$ cat src/rtl/pmem_route_pkg.sv
package pmem_route_pkg;
  typedef enum logic [1:0] {
    MODE_PROT = 2'b00,
    MODE_MCU  = 2'b01,
    MODE_EXT  = 2'b10,
    MODE_MPU  = 2'b11
  } pmode_e;

  typedef enum logic [1:0] {
    TGT_NONE  = 2'b00,
    TGT_INT   = 2'b01,
    TGT_EXT   = 2'b10,
    TGT_UNDEF = 2'b11
  } ptgt_e;
endpackage

$ cat src/rtl/pmem_rst_sync.sv
module pmem_rst_sync #(
  parameter int STAGES = 2
) (
  input  logic clk,
  input  logic rst_n,
  output logic rst_int_n
);
  logic [STAGES-1:0] sync_q;
  logic [STAGES-1:0] sync_d;

  always_comb begin
    sync_d = {sync_q[STAGES-2:0], 1'b1};
  end

  always_ff @(posedge clk or negedge rst_n) begin
    if (!rst_n) sync_q <= '0;
    else        sync_q <= sync_d;
  end

  assign rst_int_n = sync_q[STAGES-1];
endmodule

$ cat src/rtl/pmem_mode_latch.sv
module pmem_mode_latch
  import pmem_route_pkg::*;
(
  input  logic       clk,
  input  logic       rst_n,
  input  logic [1:0] mode_cfg,
  output pmode_e     mode,
  output logic       mode_ok
);
  pmode_e mode_q, mode_d;
  logic   took_q, took_d;
  logic   cap_en;

  assign cap_en = !took_q;

  always_comb begin
    mode_d = mode_q;
    took_d = took_q;
    if (cap_en) begin
      mode_d = pmode_e'(mode_cfg);
      took_d = 1'b1;
    end
  end

  always_ff @(posedge clk or negedge rst_n) begin
    if (!rst_n) begin
      mode_q <= MODE_MPU;
      took_q <= 1'b0;
    end else if (cap_en) begin
      mode_q <= mode_d;
      took_q <= took_d;
    end
  end

  // Before the capture edge the live fuse value is used
  assign mode    = took_q ? mode_q : pmode_e'(mode_cfg);
  assign mode_ok = took_q;
endmodule

$ cat src/rtl/pmem_addr_decode.sv
module pmem_addr_decode
  import pmem_route_pkg::*;
#(
  parameter int ADDR_W    = 16,
  parameter int INT_WORDS = 8192,
  parameter int RSV_BASE  = 'hFE00
) (
  input  pmode_e            mode,
  input  logic              vld,
  input  logic [ADDR_W-1:0] addr,
  output ptgt_e             tgt
);
  localparam logic [ADDR_W:0] INT_LIM = (ADDR_W+1)'(INT_WORDS);
  localparam logic [ADDR_W:0] RSV_LIM = (ADDR_W+1)'(RSV_BASE);

  logic in_int, in_rsv, int_only;

  always_comb begin
    in_int   = {1'b0, addr} < INT_LIM;
    in_rsv   = {1'b0, addr} >= RSV_LIM;
    int_only = (mode == MODE_MCU) || (mode == MODE_PROT);
    tgt      = TGT_NONE;
    if (vld) begin
      if (in_rsv)        tgt = int_only ? TGT_UNDEF : TGT_INT;
      else if (int_only) tgt = in_int ? TGT_INT : TGT_UNDEF;
      else if (mode == MODE_EXT) tgt = in_int ? TGT_INT : TGT_EXT;
      else               tgt = TGT_EXT;
    end
  end
endmodule

$ cat src/rtl/pmem_route.sv
module pmem_route
  import pmem_route_pkg::*;
#(
  parameter int ADDR_W    = 16,
  parameter int INT_WORDS = 8192,
  parameter int RSV_BASE  = 'hFE00
) (
  input  logic              clk,
  input  logic              rst_n,
  input  logic [1:0]        mode_cfg,
  input  logic              fetch_vld,
  input  logic [ADDR_W-1:0] fetch_addr,
  output logic              int_sel,
  output logic              ext_sel,
  output logic [ADDR_W-1:0] ext_addr,
  output logic              undef_data,
  output logic              code_prot
);
  logic   rst_int_n;
  pmode_e mode;
  logic   mode_ok;
  ptgt_e  tgt;

  logic              int_d, ext_d, und_d, cp_d;
  logic [ADDR_W-1:0] xa_d;
  logic              int_q, ext_q, und_q, cp_q;
  logic [ADDR_W-1:0] xa_q;
  logic              out_en;

  pmem_rst_sync #(.STAGES(2)) u_rsync (
    .clk(clk), .rst_n(rst_n), .rst_int_n(rst_int_n)
  );

  pmem_mode_latch u_mode (
    .clk(clk), .rst_n(rst_int_n), .mode_cfg(mode_cfg),
    .mode(mode), .mode_ok(mode_ok)
  );

  pmem_addr_decode #(
    .ADDR_W(ADDR_W), .INT_WORDS(INT_WORDS), .RSV_BASE(RSV_BASE)
  ) u_dec (
    .mode(mode), .vld(fetch_vld), .addr(fetch_addr), .tgt(tgt)
  );

  // Update when a fetch arrives or when a previous result must clear
  assign out_en = fetch_vld | int_q | ext_q | und_q | !mode_ok;

  always_comb begin
    int_d = (tgt == TGT_INT);
    ext_d = (tgt == TGT_EXT);
    und_d = (tgt == TGT_UNDEF);
    xa_d  = (tgt == TGT_EXT) ? fetch_addr : '0;
    cp_d  = (mode == MODE_PROT);
  end

  always_ff @(posedge clk or negedge rst_int_n) begin
    if (!rst_int_n) begin
      int_q <= 1'b0;
      ext_q <= 1'b0;
      und_q <= 1'b0;
      xa_q  <= '0;
      cp_q  <= 1'b0;
    end else if (out_en) begin
      int_q <= int_d;
      ext_q <= ext_d;
      und_q <= und_d;
      xa_q  <= xa_d;
      cp_q  <= cp_d;
    end
  end

  assign int_sel    = int_q;
  assign ext_sel    = ext_q;
  assign undef_data = und_q;
  assign ext_addr   = xa_q;
  assign code_prot  = cp_q;
endmodule

$ cat config.mk
export PLATFORM = sky130hd
export DESIGN_NAME = pmem_route
export DESIGN_NICKNAME = d
export VERILOG_FILES = /design/src/rtl/pmem_route_pkg.sv /design/src/rtl/pmem_rst_sync.sv /design/src/rtl/pmem_mode_latch.sv /design/src/rtl/pmem_addr_decode.sv /design/src/rtl/pmem_route.sv
export SDC_FILE = /design/constraint.sdc
export NUM_CORES = 1
export LEC_CHECK = 0
export BUFFER_PORTS_ARGS = -buffer_cell sky130_fd_sc_hd__buf_2
export CORE_MARGIN = 2
export CORE_UTILIZATION = 45
export CTS_BUF_LIST = sky130_fd_sc_hd__clkbuf_8
export DETAILED_ROUTE_END_ITERATION = 6
export HOLD_SLACK_MARGIN = 0.15
export PLACE_DENSITY = 0.76
export RECOVER_POWER = 100
export SYNTH_ARGS = -nofsm -noshare
export SYNTH_HDL_FRONTEND = slang
export SYNTH_SLANG_ARGS = --single-unit
$ cat constraint.sdc
create_clock -name clk -period 1.3 [get_ports clk]
set_clock_uncertainty 0.15 [all_clocks]
set_input_delay 0.26 -clock clk [delete_from_list [all_inputs] [get_ports clk]]
set_output_delay 0.26 -clock clk [all_outputs]
set_load 0.01 [all_outputs]
Word-level counts from Yosys, hierarchy flattened --
Index checks and enable logic that the tools add are counted.
Cells by class: eq/ne operators 5, bitwise logic cells 4, reductions and logical operators 3, mux-type cells 9, magnitude comparators 2
Operator list (count):
- 16-bit >= comparator (second input constant) | 1
- 16-bit by 14-bit less-than comparator with 1-bit output (second input constant) | 1
- 16-bit two-way mux | 1
- 2-bit two-way mux | 8
- 2-bit equality test (second input constant) | 3
- 2-bit by 1-bit equality test with 1-bit output (second input constant) | 2
- 1-bit OR | 4
- 2-bit logical NOT | 1
- 1-bit logical NOT | 1
- 1-bit logical OR | 1
Word-level totals: bits of input ports 21, logic and storage cells 31, register bits after elaboration 25, output and inout bits 20

Logic depth before layout (Yosys ltp) --
Gate-level depths: netlist (run 1).
depth in word-level cells 8, mapped depth 5, depth with buffers taken out 4

Cells and area by module --
Synthesis (run 1) repeated with hierarchy kept, for this count alone.
Second synthesis, totals: cells, all modules 97, area total of the unflattened synthesis 1081.0 sq um
Modules (own cells, without submodules):
- pmem_route | times used 1, area an instance 865.8 sq um, cells an instance 80, sequential area each 500.5 sq um
- pmem_mode_latch | times used 1, area an instance 103.8 sq um, cells an instance 6, sequential area each 77.6 sq um
- pmem_addr_decode | times used 1, area an instance 57.6 sq um, cells an instance 8, sequential area each 0.0 sq um
- pmem_rst_sync | times used 1, area an instance 53.8 sq um, cells an instance 3, sequential area each 50.0 sq um

Worst setup path before layout (run 1) --
OpenSTA, ideal clock, no wires.
path kind register to register, start reg u_mode.took_q, in the netlist u_mode.mode_ok, end reg xa_q[0], in the netlist ext_addr[0], path buffers 1, stages on the path, launching flop included 5, period minus slack after synthesis 1601 ps, path slack -301 ps, setup time 122 ps, data required time 1028 ps, arrival time 1329 ps, cell sequence dfrtp_1 -> mux2_4 -> o211a_4 -> buf_6 -> a32o_1
Between the ends: word-level cells in the longest chain between the ends 8, elaborated cells between the ends (all ways) 14, classes of those cells eq/ne (3); mux (7); bitwise (1); reduce/logical (3)
RTL lines:
- from (decl) | RTL line pmem_mode_latch.sv:11 | logic took_q, took_d;
- from (signal assigned) | RTL line pmem_mode_latch.sv:31 | took_q <= took_d;
- 2-bit two-way mux (*) | RTL line pmem_mode_latch.sv:36 | assign mode = took_q ? mode_q : pmode_e'(mode_cfg);
- named net mode[0] | RTL line pmem_route.sv:20 | pmode_e mode;
- 2-bit equality test (tied with other cells) | RTL line pmem_addr_decode.sv:26 | else if (mode == MODE_EXT) tgt = in_int ? TGT_INT : TGT_EXT;
- 2-bit two-way mux / 1-bit logical OR (equally long branches) | RTL line pmem_addr_decode.sv:26, pmem_addr_decode.sv:21
- 2-bit two-way mux (on tied branches) | RTL line pmem_addr_decode.sv:25, pmem_addr_decode.sv:24
- 2-bit two-way mux (*) | RTL line pmem_addr_decode.sv:24 | if (in_rsv) tgt = int_only ? TGT_UNDEF : TGT_INT;
- 2-bit two-way mux (*) | RTL line pmem_addr_decode.sv:23 | if (vld) begin
- 2-bit equality test (*) | RTL line pmem_route.sv:52 | xa_d = (tgt == TGT_EXT) ? fetch_addr : '0;
- 16-bit two-way mux (*) | RTL line pmem_route.sv:52
- to (signal assigned) | RTL line pmem_route.sv:61 | xa_q <= '0;
- to (signal assigned) | RTL line pmem_route.sv:67 | xa_q <= xa_d;
- to (decl) | RTL line pmem_route.sv:27 | logic [ADDR_W-1:0] xa_q;
Mark *: on every way through the listed nets, which the timed path passes. The rest lies on a longest branch. A chain may end at the register's enable or synchronous reset.

Final worst setup path (run 1) --
start reg u_mode.took_q, in the netlist u_mode.mode_ok, end reg xa_q[1], in the netlist ext_addr[1]
The elaborated chain is that of the path after synthesis.

==> metrics.cfg, run 1 <==
[timing]
setup_viol=19
period_minus_slack_ns=1.53
max_freq_ghz=0.652
setup_slack_ns=-0.234
finalCritPeriodShare=1.18
hold-worst-slack_ns=0.0157
final-hold-violation-count=0
rsz0062_at_grt=yes
fin_tns_setup_ns=-3.71
slew_viol_final=0

[global_routing]
grt_pass1_wl_microns=3930
grt_max_degree=17
grt_pass1_vias=820
grt-ovfl-total=0
antenna_found_initial=0
grt_use_total=0.212

[worst_setup_path]
worstSetupPathType=flop to flop
r2r_cells=3
crit_path_end_kind=flop
r2r_slack_ns=-0.23
critPathMaxStageDelay_ns=0.42
crit_chain=mux2_4 > o211a_4 > a32o_1
crit_path_start_kind=flop
path_max_fanout=7
worstPathRequired_ns=1.30
timing.rr.start=u_mode.mode_ok
slowest_stage=dfrtp_1
cp-startpoint=u_mode.mode_ok
critPathArrivalTime_ns=1.54
r2r-end=ext_addr[1]

[cells_and_area]
nNetsFinal=158
finalNonFillerCells=163
diodes=0
area_growth_pct=57.3
finalCoreUtilization=0.763
drive_above_1_share=0.500
mostFrequentLayoutCells=buf_2, dfrtp_1, a32o_1, dlygate4sd3_1, buf_4
mostFrequentLayoutCell=buf_2

[clocking]
clkTransAtPathRegs_ns=0.08
cts_made_buffers=3
cts_tree=built
cts_setup_buffers=0
cts_hold_buf=16
cts_root_buf=clkbuf_8
clock-sinks=25
cts_htree_levels=1
clkLatencyLatePin_ns=0.26
clk_path_buf_depth=2

[pwr]
vdd_ir_drop_max_uv=744
p_switching_uw=400
powerDensity_mw_per_mm2=1070
p_leak_uw=0.000758
pwr-share-clk=0.270
switching_share=0.247
p_seq_frac=0.537
p_int_uw=1220
p_comb_frac=0.192

[floorplanning]
start_util=0.485
fp.dieArea_sq_mm=0.00252
design.core.area_sq_mm=0.00198
fp.dieH_microns=50.2
die_w_microns=50.2
row_count=16
io_pins=41

[flow_run]
maxCapViolCount=0

[run_status]
violations=setup timing
status=finished with violations

[placed_design]
place_congestion=0.774
place_inst=142
io_buffers=40
dp_slack_ns=-0.321
dp_hpwl_microns=1590

[synth]
ys_ff_latch=25
ys_types=23
synth_warnings=0
syn_inst=65
syn_avg_cell_area_sq_um=14.8
yosysSeqAreaShare=0.654
netlist_area_sq_um=961

[route]
drtAntennaViolNets=0
vias=864
drt-total-wl_microns=2630
drc=0
dr.pass1.iters=4
drtIter0Drc=15
routedWlPerCell_microns=16.1
vias_per_cell=5.30

[worst_hold_path]
hold_path.class=flop to async pin

==> worst max path at each step <==
stage	end	slack, ns	depth (start not counted)
3_5_place_dp	ext_addr[9]	-0.32	4
3_3_place_gp	ext_addr[9]	-0.29	4
4_1_cts	ext_addr[1]	-0.25	3
5_1_grt	ext_addr[1]	-0.28	4
6_report	ext_addr[1]	-0.23	3
2_1_floorplan	ext_addr[0]	-0.25	4
==> stage by stage <==
stage / total power (uW) / instance area [sq um]
2_1_floorplan: 1000 / 981
3_3_place_gp: 1120 / 1280
3_5_place_dp: 1130 / 1280
4_1_cts: 1600 / 1500
5_1_grt: 1680 / 1510
6_report: 1620 / 1510
==> synth_stat cells <==
master,n,share of area
conb_1,1,0.0039
and2_1,3,0.020
dfstp_2,2,0.055
and3_1,1,0.0065
mux2i_1,1,0.010
buf_6,1,0.012
dfrtp_1,23,0.60
mux2_1,1,0.012
o211a_4,1,0.018
a21oi_1,1,0.0052
o21a_1,1,0.0078
clkbuf_1,1,0.0039
nor4_1,1,0.0065
nor2_1,1,0.0039
nand3_1,1,0.0052
mux2_4,1,0.016
buf_2,3,0.016
or2_1,1,0.0065
a32o_1,16,0.17
or3_4,1,0.012
nor3_1,1,0.0052
inv_2,1,0.0039
nand4_1,1,0.0065
==> cell type report <==
class                           instances  area, sq um
Clock buffer                            3         41.3
Multi-Input combinational cell         36          339
Inverter                                1         3.75
Tap cell                               27         33.8
Clock inverter                          1         3.75
Timing Repair Buffer                   70          462
Fill cell                             131          470
Sequential cell                        25          628
==> flip-flops by register name, summed over array words and instances (netlist names) <==
signal          count
int_sel             1
u_mode.mode_q       2
u_mode.mode_ok      1
undef_data          1
ext_sel             1
u_rsync.sync_q      2
code_prot           1
ext_addr           16
==> kinds of logic (layout without fill, tap and decap cells) <==
kind of cell	Yosys count	in the layout	synth area share
AOI/OAI and AO/OA	19	20	0.198
muxes	3	3	0.0378
buffers and inverters	6	75	0.0351
and+or+nand+nor	11	11	0.0716
other	1	2	0.00390
DFF	25	25	0.654
==> critical path: cells and delay by family, from the launching register on <==
family / cells / cell delay (ns)
mux: 1 / 0.34
compound gates: 2 / 0.51
flops: 1 / 0.42
==> power groups by stage <==
stage	combinational, uW	sequential [uW]	clock, uW
finish	311	868	436
global route	329	875	479
CTS	294	866	445
detailed placement	246	881	0
global placement	240	878	0
floorplan	98.5	905	0
==> repair_timing <==
item / CTS / global route
pin swaps: 6 / 7
hold endpoints to repair: 23 / 7
cloned: 1 / 0
resized for setup: 1 / 6
setup endpoints to repair: 19 / 20
==> layer usage <==
layer	GRT usage	wire, microns	up-vias
met5	0	0	-
met4	0.0787	97	0
li1	-	-	402
met2	0.364	1350	25
met1	0.277	1090	431
met3	0.0208	93	6
Note: power is estimated with default switching activity, not from simulation.
==> inputs of run 2 (changes only) <==
CORE_ASPECT_RATIO = 1.4   (was not set)
GPL_ROUTABILITY_DRIVEN = 0   (was not set)
==> metrics.cfg, run 2 (synthesized netlist as in run 1, its figures left out) <==
[floorplanning]
fp.dieArea_sq_mm=0.00253  ; +0.21%
start_util=0.481  ; -0.00365
fp.dieH_microns=58.7  ; +17%
row_count=19  ; +3
die_w_microns=43.1  ; -14%
design.core.area_sq_mm=0.00200  ; +0.76%
io_pins=41  ; unchanged

[clocking]
cts_tree=built
clkTransAtPathRegs_ns=0.08  ; about the same
clock-sinks=25  ; unchanged
cts_htree_levels=1  ; unchanged
cts_hold_buf=17  ; +1
cts_made_buffers=3  ; unchanged
clkLatencyLatePin_ns=0.26  ; about the same
cts_root_buf=clkbuf_8
clk_path_buf_depth=2  ; unchanged

[worst_setup_path]
path_max_fanout=7  ; unchanged
critPathMaxStageDelay_ns=0.43  ; about the same
worstPathRequired_ns=1.30  ; about the same
r2r_cells=3  ; unchanged
timing.rr.start=u_mode.mode_ok
worstSetupPathType=flop to flop
crit_path_end_kind=flop
path_buf_inv=0  ; unchanged
r2r_slack_ns=-0.25  ; -0.02 ns
critPathArrivalTime_ns=1.55  ; about the same
crit_family=compound AO/OA/AOI/OAI gates
r2r-end=ext_addr[3]
slowest_stage=dfrtp_1
crit_path_start_kind=flop
crit_chain=mux2_4 > o211a_4 > a32o_1

[worst_hold_path]
worstHoldStart=mode_cfg[0]
hold_path.class=primary input to flop
min_path_cells=2
holdPathEnd=u_mode.mode_q[0]

[route]
drc=0  ; unchanged
drt-total-wl_microns=2570  ; -2.1%
routedWlPerCell_microns=16.4  ; +1.6%
dr.pass1.iters=4  ; unchanged
drtIter0Drc=19  ; +4
vias=867  ; +0.35%
vias_per_cell=5.52  ; +4.2%
drtAntennaViolNets=0  ; unchanged

[cells_and_area]
finalCoreUtilization=0.747  ; -0.0158
largest_reg_flops=16  ; unchanged
diodes=0  ; unchanged
n_fill_cell=154  ; +18%
nNetsFinal=158  ; unchanged
area_growth_pct=55.2
mostFrequentLayoutCell=dfrtp_1
final_area_sq_mm=0.00149  ; -1.3%
drive_above_1_share=0.360  ; -0.140
mostFrequentLayoutCells=dfrtp_1, buf_2, clkbuf_1, dlygate4sd3_1, a32o_1
finalNonFillerCells=157  ; -3.7%

[timing]
max_freq_ghz=0.645  ; -1.0%
setup_viol=19  ; unchanged
final-hold-violation-count=0  ; unchanged
rsz0062_at_grt=yes
slew_viol_final=0  ; unchanged
finalCritPeriodShare=1.19  ; +0.0122
period_minus_slack_ns=1.55  ; +0.0159 ns
setup_slack_ns=-0.250  ; -0.0159 ns

[pwr]
p_leak_uw=0.000694  ; -8.4%
powerDensity_mw_per_mm2=1080  ; +0.88%
vdd_ir_drop_max_uv=1040  ; +40%

[placed_design]
dp_hpwl_microns=1570  ; -1.5%
io_buffers=40  ; unchanged
placed_cell_area_sq_mm=0.00127  ; -0.20%
place_inst=135  ; -4.9%

[run_status]
status=finished with violations
violations=setup timing

[global_routing]
grt-ovfl-total=0  ; unchanged
grt_pass1_vias=945  ; +15%
grt_pass1_wl_microns=4160  ; +5.8%
antenna_found_initial=0  ; unchanged
grt_max_degree=17  ; unchanged
grt_use_total=0.224  ; +0.0122

[flow_run]
maxCapViolCount=0  ; unchanged

-- run 2: cell count changes in the layout (fill, tap and decap cells not counted), moves of 3 or more --
cell	previous run	this run
buf_2	40	20
buf_4	11	8
clkbuf_1	2	18
clkbuf_2	0	4
-- run 2: how the worst max path moves through the flow --
stage | startpoint | endpoint | slack (ns) | depth (start not counted)
after floorplan | u_mode.mode_ok | ext_addr[0] | -0.25 | 4
after global placement | fetch_addr[15] | ext_addr[8] | -0.29 | 4
after detailed placement | fetch_addr[15] | ext_addr[9] | -0.31 | 4
after CTS | u_mode.mode_ok | ext_addr[9] | -0.27 | 3
after global routing | u_mode.mode_ok | ext_addr[3] | -0.29 | 3
final | u_mode.mode_ok | ext_addr[3] | -0.25 | 3
-- run 2: metal layers --
metal	track usage	wire length (microns)	part of all wire
met1	0.256	977	0.38
met2	0.413	1420	0.55
met3	0.0491	152	0.059
met4	0.0693	14	0.0054
met5	0	0	0
-- run 2: timing repair --
action                                  4_1_cts  5_1_grt
gates cloned                                  1        0
endpoints found under the setup margin       19       19
pin swaps                                     6        5
buffers inserted                              0        0
gates resized for setup                       1        3
hold endpoints to repair                     38        1
-- run 2: metrics by stage --
step | hold WS (ns) | setup slack [ns] | setup TNS (ns) | power (uW)
2_1_floorplan | -0.186 | -0.254 | -3.57 | 1000
3_3_place_gp | -0.105 | -0.287 | -4.36 | 1110
3_5_place_dp | -0.103 | -0.312 | -4.73 | 1120
4_1_cts | 0.146 | -0.267 | -4.21 | 1620
5_1_grt | 0.140 | -0.293 | -4.89 | 1680
6_report | 0.151 | -0.250 | -3.90 | 1610
-- run 2: layout make-up --
class | instances | area, sq um | area share
multi-input cells | 36 | 330 | 0.221
well taps | 21 | 26.3 | 0.0176
inverters | 1 | 3.75 | 0.00252
repair buffers | 70 | 457 | 0.306
clock inverters | 1 | 5.00 | 0.00336
flip-flops and latches | 25 | 628 | 0.421
clock buffers | 3 | 41.3 | 0.0277
-- run 2: where the power goes --
part           leakage (uW)  switching [uW]  internal (uW)
combinational      0.000345             140            155
clock             0.0000255             234            214
sequential         0.000323            29.8            835
total              0.000694             404           1200
==> inputs of run 3 (changes only) <==
REMOVE_ABC_BUFFERS = 1   (was not set)
==> metrics.cfg, run 3 (synthesized netlist as in run 1, its figures left out) <==
[floorplanning]
io_pins=41  ; unchanged
die_w_microns=43.1  ; unchanged
row_count=19  ; unchanged
start_util=0.481  ; unchanged
design.core.area_sq_mm=0.00200  ; unchanged
fp.dieArea_sq_mm=0.00253  ; unchanged
fp.dieH_microns=58.7  ; unchanged

[worst_setup_path]
slowest_stage=dfrtp_1
r2r_cells=3  ; unchanged
critPathMaxStageDelay_ns=0.42  ; about the same
crit_family=compound AO/OA/AOI/OAI gates
path_buf_inv=0  ; unchanged
critPathArrivalTime_ns=1.54  ; about the same
crit_path_end_kind=flop
timing.rr.start=u_mode.mode_ok
worstSetupPathType=flop to flop
worstPathRequired_ns=1.30  ; about the same
r2r_slack_ns=-0.24  ; about the same
r2r-end=ext_addr[12]
path_max_fanout=7  ; unchanged
crit_chain=mux2_4 > o211a_4 > a32o_1
crit_path_start_kind=flop

[timing]
fin_tns_setup_ns=-3.67  ; +0.229 ns
period_minus_slack_ns=1.54  ; -0.00484 ns
final-hold-violation-count=0  ; unchanged
setup_slack_ns=-0.245  ; +0.00484 ns
max_freq_ghz=0.647  ; +0.31%
slew_viol_final=0  ; unchanged
rsz0062_at_grt=yes
finalCritPeriodShare=1.19  ; -0.00372
setup_viol=19  ; unchanged

[worst_hold_path]
min_path_cells=0  ; -2
holdPathEnd=u_rsync.sync_q[1]
hold_path.class=flop to flop
worstHoldStart=u_rsync.sync_q[0]

[route]
wl_met1_microns=953  ; -2.5%
vias=869  ; +0.23%
dr.pass1.iters=4  ; unchanged
drt-total-wl_microns=2410  ; -6.3%
drtIter0Drc=26  ; +7
dr_wl_met3_microns=108  ; -29%
drtAntennaViolNets=0  ; unchanged
drc=0  ; unchanged
vias_per_cell=5.50  ; -0.40%
dr_wl_met2_microns=1320  ; -7.2%
top_layer_used=met4
routedWlPerCell_microns=15.2  ; -6.9%

[global_routing]
grt_pass1_vias=857  ; -9.3%
antenna_found_initial=0  ; unchanged
grt_max_degree=24  ; +7
grt_pass1_wl_microns=3780  ; -9.1%
grt-ovfl-total=0  ; unchanged
grt_use_total=0.203  ; -0.0216

[cells_and_area]
area_growth_pct=56.6
largest_reg_flops=16  ; unchanged
drive_above_1_share=0.365  ; +0.00467
final_area_sq_mm=0.00151  ; +0.92%
mostFrequentLayoutCells=dfrtp_1, buf_2, clkbuf_1, dlygate4sd3_1, a32o_1
nNetsFinal=159  ; +0.63%
n_fill_cell=158  ; +2.6%
diodes=0  ; unchanged
mostFrequentLayoutCell=dfrtp_1

[pwr]
p_switching_uw=393  ; -2.7%
powerDensity_mw_per_mm2=1070  ; -0.94%
pwr-share-clk=0.269  ; -0.009
p_int_uw=1210  ; +0.87%
switching_share=0.245  ; -0.00672
p_seq_frac=0.538  ; about the same
p_comb_frac=0.193  ; +0.009
vdd_ir_drop_max_uv=923  ; -11%
p_leak_uw=0.000693  ; -0.12%

[clocking]
clock-sinks=25  ; unchanged
cts_root_buf=clkbuf_8
cts_made_buffers=3  ; unchanged
clk_path_buf_depth=2  ; unchanged
clkTransAtPathRegs_ns=0.08  ; about the same
clkLatencyLatePin_ns=0.26  ; about the same
cts_tree=built
cts_htree_levels=1  ; unchanged

[run_status]
violations=setup timing
status=finished with violations

[placed_design]
dp_hpwl_microns=1470  ; -6.6%
io_buffers=40  ; unchanged
placed_cell_area_sq_mm=0.00126  ; -1.3%

[flow_run]
maxCapViolCount=0  ; unchanged

-- run 3: cell type report --
cell class | instances | area [sq um] | area share
clock inverter | 1 | 3.75 | 0.00249
multi-input combinational | 36 | 343 | 0.228
tap | 21 | 26.3 | 0.0175
clock buffer | 3 | 41.3 | 0.0274
timing repair buffer | 71 | 459 | 0.305
sequential | 25 | 628 | 0.417
inverter | 1 | 3.75 | 0.00249
-- run 3: repair_timing --
| action | in CTS | in global routing |
|---|---|---|
| endpoints found under the setup margin | 19 | 19 |
| hold endpoints to repair | 37 | 0 |
| setup buffers | 0 | 1 |
| hold buffers | 17 | 0 |
| pin swaps | 16 | 7 |
| cloned | 1 | 0 |
| gates resized for setup | 3 | 8 |
-- run 3: power by group through the flow --
stage                     Combinational [uW]  Clock, uW  Sequential, uW
after floorplan                         82.6          0             905
after global placement                   242          0             874
after detailed placement                 248          0             876
after CTS                                301        441             862
after global routing                     335        470             871
final                                    310        432             865
-- run 3: how the worst max path moves through the flow --
stage	slack (ns)	start	depth (start not counted)	end
after global placement	-0.27	fetch_addr[15]	4	ext_addr[2]
final	-0.24	u_mode.mode_ok	3	ext_addr[12]
after CTS	-0.23	u_mode.mode_ok	3	ext_addr[9]
after detailed placement	-0.29	fetch_addr[15]	4	ext_addr[8]
after global routing	-0.26	u_mode.mode_ok	3	ext_addr[12]
after floorplan	-0.35	int_sel	3	code_prot
-- run 3: metal layers --
| layer | up-vias | global-route usage |
|---|---|---|
| met5 | - | 0 |
| met4 | 0 | 0.0649 |
| met3 | 2 | 0.0184 |
| met2 | 34 | 0.377 |
| met1 | 433 | 0.245 |
| li1 | 400 | - |
-- run 3: through the flow --
stage | total power, uW | util | instances | hold WS (ns) | setup WS [ns]
floorplan | 987 | - | 61 | -0.186 | -0.353
CTS | 1600 | 0.752 | 157 | 0.209 | -0.227
global placement | 1120 | 0.630 | 135 | -0.105 | -0.272
global route | 1680 | 0.754 | 158 | 0.234 | -0.265
detailed placement | 1120 | 0.630 | 135 | -0.105 | -0.289
finish | 1610 | 0.754 | 158 | 0.213 | -0.245
